===== config.mk =====
export PLATFORM = sky130hd
export DESIGN_NAME = cdf_sampler
export DESIGN_NICKNAME = d
export VERILOG_FILES = /design/src/rtl/cdfs_pkg.sv /design/src/rtl/cdfs_lfsr.sv /design/src/rtl/cdfs_table.sv /design/src/rtl/cdfs_ctrl.sv /design/src/rtl/cdf_sampler.sv
export SDC_FILE = /design/constraint.sdc
export NUM_CORES = 2
export LEC_CHECK = 0
export BUFFER_PORTS_ARGS = -buffer_cell sky130_fd_sc_hd__buf_2
export CELL_PAD_IN_SITES_DETAIL_PLACEMENT = 2
export CELL_PAD_IN_SITES_GLOBAL_PLACEMENT = 2
export CORE_MARGIN = 2
export CORE_UTILIZATION = 49
export CTS_CLUSTER_SIZE = 12
export DETAILED_ROUTE_END_ITERATION = 10
export HOLD_SLACK_MARGIN = 0.06
export PLACE_DENSITY_LB_ADDON = 0.1
export SYNTH_ARGS = -nofsm -noshare
export SYNTH_HDL_FRONTEND = slang
export SYNTH_SLANG_ARGS = --single-unit

===== constraint.sdc =====
create_clock -name clk -period 7.5 [get_ports clk]
set_clock_uncertainty 0.1 [all_clocks]
set_input_delay 0.75 -clock clk [delete_from_list [all_inputs] [get_ports clk]]
set_output_delay 0.75 -clock clk [all_outputs]
set_load 0.05 [all_outputs]

===== src/rtl/cdfs_pkg.sv =====
package cdfs_pkg;

    typedef enum logic [1:0] {
        ST_IDLE,
        ST_SEARCH,
        ST_LOOKUP,
        ST_FINISH
    } cdfs_state_e;

endpackage


===== src/rtl/cdfs_lfsr.sv =====
module cdfs_lfsr #(
    parameter int              W        = 32,
    parameter logic [W-1:0]    SEED     = W'(1),
    parameter logic [W-1:0]    TAP_MASK = W'(32'h8020_0003)
) (
    input  logic         clk,
    input  logic         rst_n,
    input  logic         step,
    output logic [W-1:0] value
);

    logic [W-1:0] state_q;
    logic         feedback;

    assign feedback = ^(state_q & TAP_MASK);

    always_ff @(posedge clk or negedge rst_n) begin
        if (!rst_n)    state_q <= SEED;
        else if (step) state_q <= {state_q[W-2:0], feedback};
    end

    assign value = state_q;

    AST_LFSR_NONZERO: assert property (@(posedge clk) disable iff (!rst_n)
        state_q != '0);

endmodule


===== src/rtl/cdfs_table.sv =====
module cdfs_table #(
    parameter int DEPTH = 128,
    parameter int W     = 32,
    localparam int AW   = $clog2(DEPTH)
) (
    input  logic          clk,
    input  logic          we,
    input  logic [AW-1:0] waddr,
    input  logic [W-1:0]  wdata,
    input  logic [AW-1:0] raddr,
    output logic [W-1:0]  rdata
);

    logic [W-1:0] mem [DEPTH];

    always_ff @(posedge clk) begin
        if (we) mem[waddr] <= wdata;
    end

    assign rdata = mem[raddr];

endmodule


===== src/rtl/cdfs_ctrl.sv =====
module cdfs_ctrl
    import cdfs_pkg::*;
#(
    parameter int KEY_W  = 32,
    parameter int DEPTH  = 128,
    parameter bit DIRECT = 1'b0,
    localparam int IDX_W = $clog2(DEPTH)
) (
    input  logic             clk,
    input  logic             rst_n,
    input  logic             start,
    input  logic [KEY_W-1:0] key_in,
    input  logic [KEY_W-1:0] rd_data,
    output logic [IDX_W-1:0] rd_addr,
    output logic             key_take,
    output logic             ready,
    output logic             done,
    output logic [IDX_W-1:0] sample_idx
);

    localparam int               CNT_W = $clog2(IDX_W + 1);
    localparam logic [CNT_W-1:0] LAST  = CNT_W'(IDX_W - 1);

    cdfs_state_e      state_q, state_d;
    logic [KEY_W-1:0] key_q;
    logic [IDX_W-1:0] lo_q, hi_q, lo_nx, hi_nx, mid, res_q;
    logic [CNT_W-1:0] cnt_q;
    logic [IDX_W:0]   span_sum;

    // Midpoint of the live range, rounded down.
    assign span_sum = {1'b0, lo_q} + {1'b0, hi_q};
    assign mid      = span_sum[IDX_W:1];

    // One compare step: keep the half that still holds the answer.
    always_comb begin
        lo_nx = lo_q;
        hi_nx = hi_q;
        if (rd_data >= key_q) hi_nx = mid;
        else                  lo_nx = mid + IDX_W'(1);
    end

    generate
        if (DIRECT) begin : g_direct_addr
            assign rd_addr = key_q[KEY_W-1 -: IDX_W];
        end else begin : g_search_addr
            assign rd_addr = mid;
        end
    endgenerate

    // Next-state logic.
    always_comb begin
        state_d = state_q;
        unique case (state_q)
            ST_IDLE:   if (start) state_d = DIRECT ? ST_LOOKUP : ST_SEARCH;
            ST_SEARCH: if (cnt_q == LAST) state_d = ST_FINISH;
            ST_LOOKUP: state_d = ST_FINISH;
            ST_FINISH: state_d = ST_IDLE;
            default:   state_d = ST_IDLE;
        endcase
    end

    // State register.
    always_ff @(posedge clk or negedge rst_n) begin
        if (!rst_n) state_q <= ST_IDLE;
        else        state_q <= state_d;
    end

    // Datapath registers.
    always_ff @(posedge clk or negedge rst_n) begin
        if (!rst_n) begin
            key_q <= '0;
            lo_q  <= '0;
            hi_q  <= '0;
            cnt_q <= '0;
            res_q <= '0;
        end else begin
            unique case (state_q)
                ST_IDLE: begin
                    if (start) begin
                        key_q <= key_in;
                        lo_q  <= '0;
                        hi_q  <= IDX_W'(DEPTH - 1);
                        cnt_q <= '0;
                    end
                end
                ST_SEARCH: begin
                    lo_q  <= lo_nx;
                    hi_q  <= hi_nx;
                    cnt_q <= cnt_q + CNT_W'(1);
                    if (cnt_q == LAST) res_q <= lo_nx;
                end
                ST_LOOKUP: res_q <= rd_data[IDX_W-1:0];
                ST_FINISH: ;
                default: ;
            endcase
        end
    end

    // Outputs.
    always_comb begin
        ready      = (state_q == ST_IDLE);
        done       = (state_q == ST_FINISH);
        key_take   = (state_q == ST_IDLE) && start;
        sample_idx = res_q;
    end

    AST_READY_DONE_EXCL: assert property (@(posedge clk) disable iff (!rst_n)
        !(ready && done));
    AST_DONE_PULSE: assert property (@(posedge clk) disable iff (!rst_n)
        done |=> !done);
    AST_RESULT_HOLD: assert property (@(posedge clk) disable iff (!rst_n)
        !$stable(sample_idx) |-> done);
    AST_BOUNDS_ORDERED: assert property (@(posedge clk) disable iff (!rst_n)
        (state_q == ST_SEARCH) |-> (lo_q <= hi_q));
    AST_SEARCH_CONVERGED: assert property (@(posedge clk) disable iff (!rst_n)
        (state_q == ST_SEARCH && cnt_q == LAST) |-> (lo_nx == hi_nx));

endmodule


===== src/rtl/cdf_sampler.sv =====
module cdf_sampler #(
    parameter int               KEY_W         = 32,
    parameter int               DEPTH         = 128,
    parameter bit               DIRECT_LOOKUP = 1'b0,
    parameter logic [KEY_W-1:0] SEED          = KEY_W'(1),
    parameter logic [KEY_W-1:0] TAP_MASK      = KEY_W'(32'h8020_0003),
    localparam int              IDX_W         = $clog2(DEPTH)
) (
    input  logic             clk,
    input  logic             rst_n,
    input  logic             wr_en,
    input  logic [IDX_W-1:0] wr_addr,
    input  logic [KEY_W-1:0] wr_data,
    input  logic             start,
    output logic             ready,
    output logic [IDX_W-1:0] sample_idx,
    output logic             done
);

    logic [KEY_W-1:0] lfsr_q;
    logic [KEY_W-1:0] rd_data;
    logic [IDX_W-1:0] rd_addr;
    logic             key_take;
    logic             tbl_we;

    assign tbl_we = wr_en && ready;

    cdfs_lfsr #(.W(KEY_W), .SEED(SEED), .TAP_MASK(TAP_MASK)) u_lfsr (
        .clk   (clk),
        .rst_n (rst_n),
        .step  (key_take),
        .value (lfsr_q)
    );

    cdfs_table #(.DEPTH(DEPTH), .W(KEY_W)) u_table (
        .clk   (clk),
        .we    (tbl_we),
        .waddr (wr_addr),
        .wdata (wr_data),
        .raddr (rd_addr),
        .rdata (rd_data)
    );

    cdfs_ctrl #(.KEY_W(KEY_W), .DEPTH(DEPTH), .DIRECT(DIRECT_LOOKUP)) u_ctrl (
        .clk        (clk),
        .rst_n      (rst_n),
        .start      (start),
        .key_in     (lfsr_q),
        .rd_data    (rd_data),
        .rd_addr    (rd_addr),
        .key_take   (key_take),
        .ready      (ready),
        .done       (done),
        .sample_idx (sample_idx)
    );

    AST_ACCEPT_LEAVES_READY: assert property (@(posedge clk) disable iff (!rst_n)
        (start && ready) |=> !ready);
    AST_LFSR_ONLY_ON_ACCEPT: assert property (@(posedge clk) disable iff (!rst_n)
        !(start && ready) |=> $stable(lfsr_q));

endmodule


# Word-level counts from Yosys, hierarchy flattened
# Memories as Yosys holds them, arrays and structs flattened.
# Cells that the tools add are included.
# word_totals
inputBits	43
out_inout_bits	9
wordCells	45
mem_bits_rw	4096
reg_bits	90
mem_count	1
# classes
n_reduce_logical	11
n_addsub	3
n_lt_le_gt_ge	1
eq_ne	7
mux	15
# mem_list
name	depth	word_bits	rd	rd_ports_with_merged_regs	write_ports	line	text
u_table.mem	128	32	1	0	1	cdfs_table.sv:14	logic [W-1:0] mem [DEPTH];
# ops
cell	count
7-bit one-hot mux with 2 select lines	3
7-bit two-way mux	5
32-bit greater-or-equal comparator	1
32-bit parity	1
7-bit by 7-bit adder with 8-bit output	1
2-bit one-hot mux with 4 select lines	1
2-bit AND reduction	4
7-bit by 1-bit adder with 7-bit output, second input constant	1
3-bit one-hot mux with 2 select lines	1
2-bit == test, second input constant	2
2-bit two-way mux	2
2-bit by 1-bit inequality test with 1-bit output, second input constant	2
2-bit nonzero test	2
3-bit by 1-bit adder with 3-bit output, second input constant	1
3-bit == test, second input constant	1
3-bit two-way mux	1
3-bit AND reduction	1
2-bit by 1-bit == test with 1-bit output, second input constant	1
1-bit logical AND	2
2-bit logical NOT	1
1-bit two-way mux	2
2-bit inequality test, second input constant	1

# Depth between registers and ports, before layout
# An unclocked memory read counts as a cell.
# logic_depth
word_depth	6
depth_mapped	26
ltp_nobuf	20

# By module
# Synthesis repeated with hierarchy kept, for this count alone.
# hier_totals
hier_cells	6480
hier_area_um2	160955.6
# modules_own_cells
mod	seq_area_each_um2	n_inst	cells_per_inst	area_each_um2
cdfs_table	122998.0	1	5958	155635.5
cdfs_ctrl	1451.4	1	448	3966.3
cdfs_lfsr	802.0	1	73	1347.5
cdf_sampler	0.0	1	1	6.3

# Worst setup path after synthesis
# Ideal clock, no wire load.
# synth_path
kind	reg2reg
start	register u_ctrl.hi_q[0]
end	register u_ctrl.lo_q[5]
stages_incl_launch_ff	23
setup_slack_ns	1.645
t_arrival_ns	5.631
required_time_ns	7.276
path_buffers	7
setup_ns	0.124
synth_period_minus_slack_ns	5.855
cell_sequence	dfrtp_1 and2_1 fa_1 buf_2 buf_6 buf_4 buf_2 buf_2 mux4_2 nand3_1 o2111ai_1 a32o_1 a211o_1 ha_1 a21o_1 a21o_1 a21o_1 a221oi_1 o311a_1 clkbuf_1 clkbuf_1 o21ai_0 a211o_1
# synth_via
elab_chain_cells	5
word_cells_on_any_way	6
cone_classes	add/sub (2); order compare (1); mux (2); memory (1)
# synth_rtl
item	line	text
start, declared	cdfs_ctrl.sv:26	logic [IDX_W-1:0] lo_q, hi_q, lo_nx, hi_nx, mid, res_q;
start signal, assigned	cdfs_ctrl.sv:82	hi_q <= IDX_W'(DEPTH - 1);
start signal, assigned	cdfs_ctrl.sv:88	hi_q <= hi_nx;
7-bit by 7-bit adder with 8-bit output *	cdfs_ctrl.sv:31	assign span_sum = {1'b0, lo_q} + {1'b0, hi_q};
memory 128 x 32 bit	-	
32-bit greater-or-equal comparator	cdfs_ctrl.sv:38	if (rd_data >= key_q) hi_nx = mid;
7-bit two-way mux *	cdfs_ctrl.sv:38	
7-bit one-hot mux with 2 select lines *	cdfs_ctrl.sv:77	unique case (state_q)
end signal, assigned	cdfs_ctrl.sv:87	lo_q <= lo_nx;
end, declared	cdfs_ctrl.sv:26	
# Every way passes the cells marked *; elsewhere a longest branch is shown, timed or not.
# A chain may end at the register's enable or synchronous reset.

# Worst setup path in the final report
# layout_path
start	register u_ctrl.hi_q[0]
end	register u_ctrl.res_q[4] (netlist: u_ctrl.sample_idx[4])
# layout_via
elab_chain_cells	6
word_cells_on_any_way	7
cone_classes	add/sub (2); order compare (1); mux (3); memory (1)
# layout_rtl
item	line	text
7-bit by 7-bit adder with 8-bit output *	cdfs_ctrl.sv:31	
memory 128 x 32 bit	-	
32-bit greater-or-equal comparator	cdfs_ctrl.sv:38	
7-bit two-way mux	cdfs_ctrl.sv:38	
7-bit two-way mux	cdfs_ctrl.sv:90	if (cnt_q == LAST) res_q <= lo_nx;
7-bit one-hot mux with 2 select lines *	cdfs_ctrl.sv:77	
end signal, assigned	cdfs_ctrl.sv:90	
end signal, assigned	cdfs_ctrl.sv:92	ST_LOOKUP: res_q <= rd_data[IDX_W-1:0];
end, declared	cdfs_ctrl.sv:26	
# Every way passes the cells marked *; elsewhere a longest branch is shown, timed or not. The select of a mux whose other input is x is not followed.

==> out/results.tsv <==
stage	metric	value	unit
worst_setup_path	path_cells	and2_1, fa_4, buf_12, buf_12, nor3_4, buf_12, buf_12, buf_4, a32o_1, a2111oi_1, nand3_1, nand4_1, ha_1, a21o_1, a21oi_1, o221ai_1, a2bb2oi_1, o311a_1, buf_12, mux2i_1, a2bb2oi_1, o21ai_0	
worst_setup_path	r2r-end	u_ctrl.sample_idx[4]	
floorplan	initial_core_util	49.3	%
worst_setup_path	critPathLaunchType	flip-flop	
floorplan	die_x	581	µm
floorplan	io_pins	52	
placement	gp_congestion	0.898	
yosys	synthArstFlopShare	1.42	%
final_layout	layout.nets	9387	
clock_tree	cts_buffers	434	
clock_tree	cts_buffer_depth	4	
min_path	hold_end	u_table.mem[15][26]	
yosys	ys.flop_type	edfxtp_1	
worst_setup_path	crit_slowest_cell	fa_4	
timing	slew_viol_final	0	
worst_setup_path	worstPathMaxFanout	39	
yosys	synth_edf_count	4096	
detailed_routing	wl_met3	57600	µm
min_path	hp-class	in -> reg	
final_layout	layout-drive-gt1-share	20.1	%
detailed_routing	drt-met1-wl	235000	µm
final_layout	n_fill_cell	28000	
min_path	hold_depth	1	
worst_setup_path	crit_top_cell	buf_12	
floorplan	coreArea	331000	µm²
worst_setup_path	worstRegToRegCells	22	
clock_tree	cts_num_sinks	4155	
timing	rsz0062_at_grt	no	
detailed_routing	vias_per_cell	7.12	
final_layout	syn_to_final_growth	13.3	%
yosys	seq_area_frac_synth	76.4	%
worst_setup_path	r2r_start	u_ctrl.hi_q[0]	
final_layout	mostFrequentLayoutCells	edfxtp_1 (4096), nand2_1 (723), mux4_2 (632)	
grt	grt_max_degree	154	
clock_tree	cts_max_level	5	
detailed_routing	first_pass_iters	8	
detailed_routing	ant_nets	0	
timing	relSlewSlack	6.21	%
yosys	syn_nets	9018	
timing	timing.setup.tns	-0.00719	ns
floorplan	dieArea	337000	µm²
worst_setup_path	path_class	reg -> reg	
yosys	synth_cell_types	88	
yosys	synth-warning-count	0	
grt	grt_pass1_wl	888000	µm
clock_tree	clk_latency	1.05	ns
detailed_routing	drc	0	
run_status	violations	negative setup slack	
timing	max_freq	133	MHz
worst_setup_path	cp_data_required_time	8.26	ns
grt	antenna_found_initial	49	
detailed_routing	drtIter0Drc	14300	
yosys	synthCells	8928	
worst_setup_path	worstPathArrival	8.27	ns
grt	grt_overflow	0	
detailed_routing	vias	99800	
worst_setup_path	max_stage_delay	0.95	ns
clock_tree	clk_pin_slew	0.07	ns
yosys	netlist_area	163000	µm²
timing	fin_crit_sh	100	%
floorplan	fp.dieH	581	µm
detailed_routing	top_layer	met5	
timing	finalSetupViolCount	1	
yosys	synth-seq-cells	4155	
timing	worst_slew_pin_slew	1.40	ns
worst_setup_path	cp_top_family	compound AO/OA/AOI/OAI gates	
worst_setup_path	r2r_slack	-0.007	ns
timing	layout_setup_ws	-0.00719	ns
yosys	syn_avg_cell_area	18.2	µm²
placement	dp_hpwl	375000	µm
worst_setup_path	crit_buf_inv	6	
timing	layout_min_cycle_time	7.51	ns
detailed_routing	route.met2.wl	309000	µm
worst_setup_path	crit_path_end_kind	flip-flop	
clock_tree	cts_root_buf	clkbuf_16	
clock_tree	tritoncts	done	
timing	hold_viol	0	
final_layout	multi_input_area	36500	µm²
run	cap_violations	0	
detailed_routing	wl	647000	µm
grt	grtUsageTotal	38.0	%
final_layout	regArea	124000	µm²
min_path	holdCritStartpoint	wr_data[26]	
placement	io_buffer_count	51	
grt	first_global_vias	106000	
detailed_routing	wire_per_inst	46.1	µm
run_status	status	finished with violations	
floorplan	rows	211	
final_layout	mostFrequentLayoutCell	edfxtp_1	
cells by family (layout without fill, tap and decap cells):
kind of cell | after synthesis | after routing | synth area share [%]
fa+ha+maj | 47 | 47 | 0.366
flops | 4155 | 4155 | 76.4
other cells | 0 | 17 | 0
compound gates | 1417 | 1417 | 6.18
simple gates | 1814 | 1814 | 5.15
buf+inv | 658 | 1365 | 1.86
mux | 826 | 826 | 9.96
xor+xnor | 11 | 11 | 0.0638
per-stage QoR:
step                setup slack (ns)  cells  area (µm²)  util (%)  hold WS (ns)
floorplan                       1.65   8928      163000         -         0.350
global placement              -0.719  13200      171000      51.9         0.363
detailed placement            0.0507  13200      171000      51.9         0.375
CTS                           0.0291  14000      184000      55.8        0.0787
global route                0.000322  14000      185000      55.8         0.120
finish                      -0.00719  14000      185000      55.8         0.153
worst reg2reg max path, stage by stage, from the launching register on:
cell and delay [ns]:
dfrtp_1 0.46, and2_1 0.21, fa_4 0.95, buf_12 0.27, buf_12 0.34, nor3_4 0.13, buf_12 0.25, buf_12 0.22
buf_4 0.24, a32o_1 0.24, a2111oi_1 0.69, nand3_1 0.64, nand4_1 0.37, ha_1 0.30, a21o_1 0.20, a21oi_1 0.16
o221ai_1 0.18, a2bb2oi_1 0.21, o311a_1 0.25, buf_12 0.18, mux2i_1 0.31, a2bb2oi_1 0.29, o21ai_0 0.16
metal layers:
layer  vias to the layer above  GRT usage (%)
li1                      37300              -
met1                     54100           48.6
met2                      6650           61.0
met3                      1699           7.03
met4                        24           22.2
met5                         -              0
cells in the mapped netlist, types with 46 or more instances:
master,count,area share [%]
a211o_1,55,0.30
a211oi_1,215,0.99
a22oi_1,48,0.22
a31oi_1,255,0.98
a32oi_1,48,0.26
and3_1,245,0.94
buf_2,198,0.61
buf_4,57,0.26
clkbuf_1,295,0.68
dfrtp_1,58,0.89
edfxtp_1,4096,76
ha_1,46,0.35
inv_1,49,0.11
mux2i_1,157,0.96
mux4_2,632,8.7
nand2_1,731,1.7
nand3_1,392,1.2
nor2_1,268,0.62
nor3_1,78,0.24
o2111ai_1,65,0.35
o21ai_0,281,0.86
o22ai_1,90,0.35
timing repair:
action                                  CTS  global route
hold buffers                              3             0
setup buffers                             0             0
resized for setup                         3             5
hold endpoints to repair                 71             0
endpoints found under the setup margin    6             9
registers in the layout, indices dropped and copies added, names as in the netlist:
| register | count |
|---|---|
| u_table.mem | 4096 |
| u_ctrl.cnt_q | 3 |
| u_ctrl.sample_idx | 7 |
| u_ctrl.lo_q | 7 |
| u_ctrl.key_q | 2 |
| u_ctrl.hi_q | 7 |
| u_lfsr.value | 31 |
| u_ctrl.state_q | 2 |
how the worst max path moves through the flow:
stage / cells after the start / slack, ns / from / end
final: 22 / -0.007 / u_ctrl.hi_q[0] / u_ctrl.sample_idx[4]
after CTS: 20 / 0.03 / u_ctrl.lo_q[3] / u_ctrl.hi_q[2]
after global placement: 22 / -0.72 / u_ctrl.lo_q[0] / u_ctrl.sample_idx[2]
after floorplan: 22 / 1.65 / u_ctrl.hi_q[0] / u_ctrl.lo_q[5]
after detailed placement: 22 / 0.05 / u_ctrl.lo_q[0] / u_ctrl.hi_q[1]
after global routing: 20 / 0.0003 / u_ctrl.lo_q[0] / u_ctrl.hi_q[2]
area by class of cell:
type / count / share of cell area [%]
Clock inverter: 212 / 0.838
Multi-Input combinational cell: 4115 / 19.8
Inverter: 51 / 0.111
Clock buffer: 562 / 6.20
Antenna cell: 17 / 0.0231
Sequential cell: 4155 / 67.4
Tap cell: 4366 / 2.96
Timing Repair Buffer: 540 / 2.63
Power is left out: the tool's default activity adds up to more than one toggle a clock period on the data nets, which glitch-free logic cannot reach.
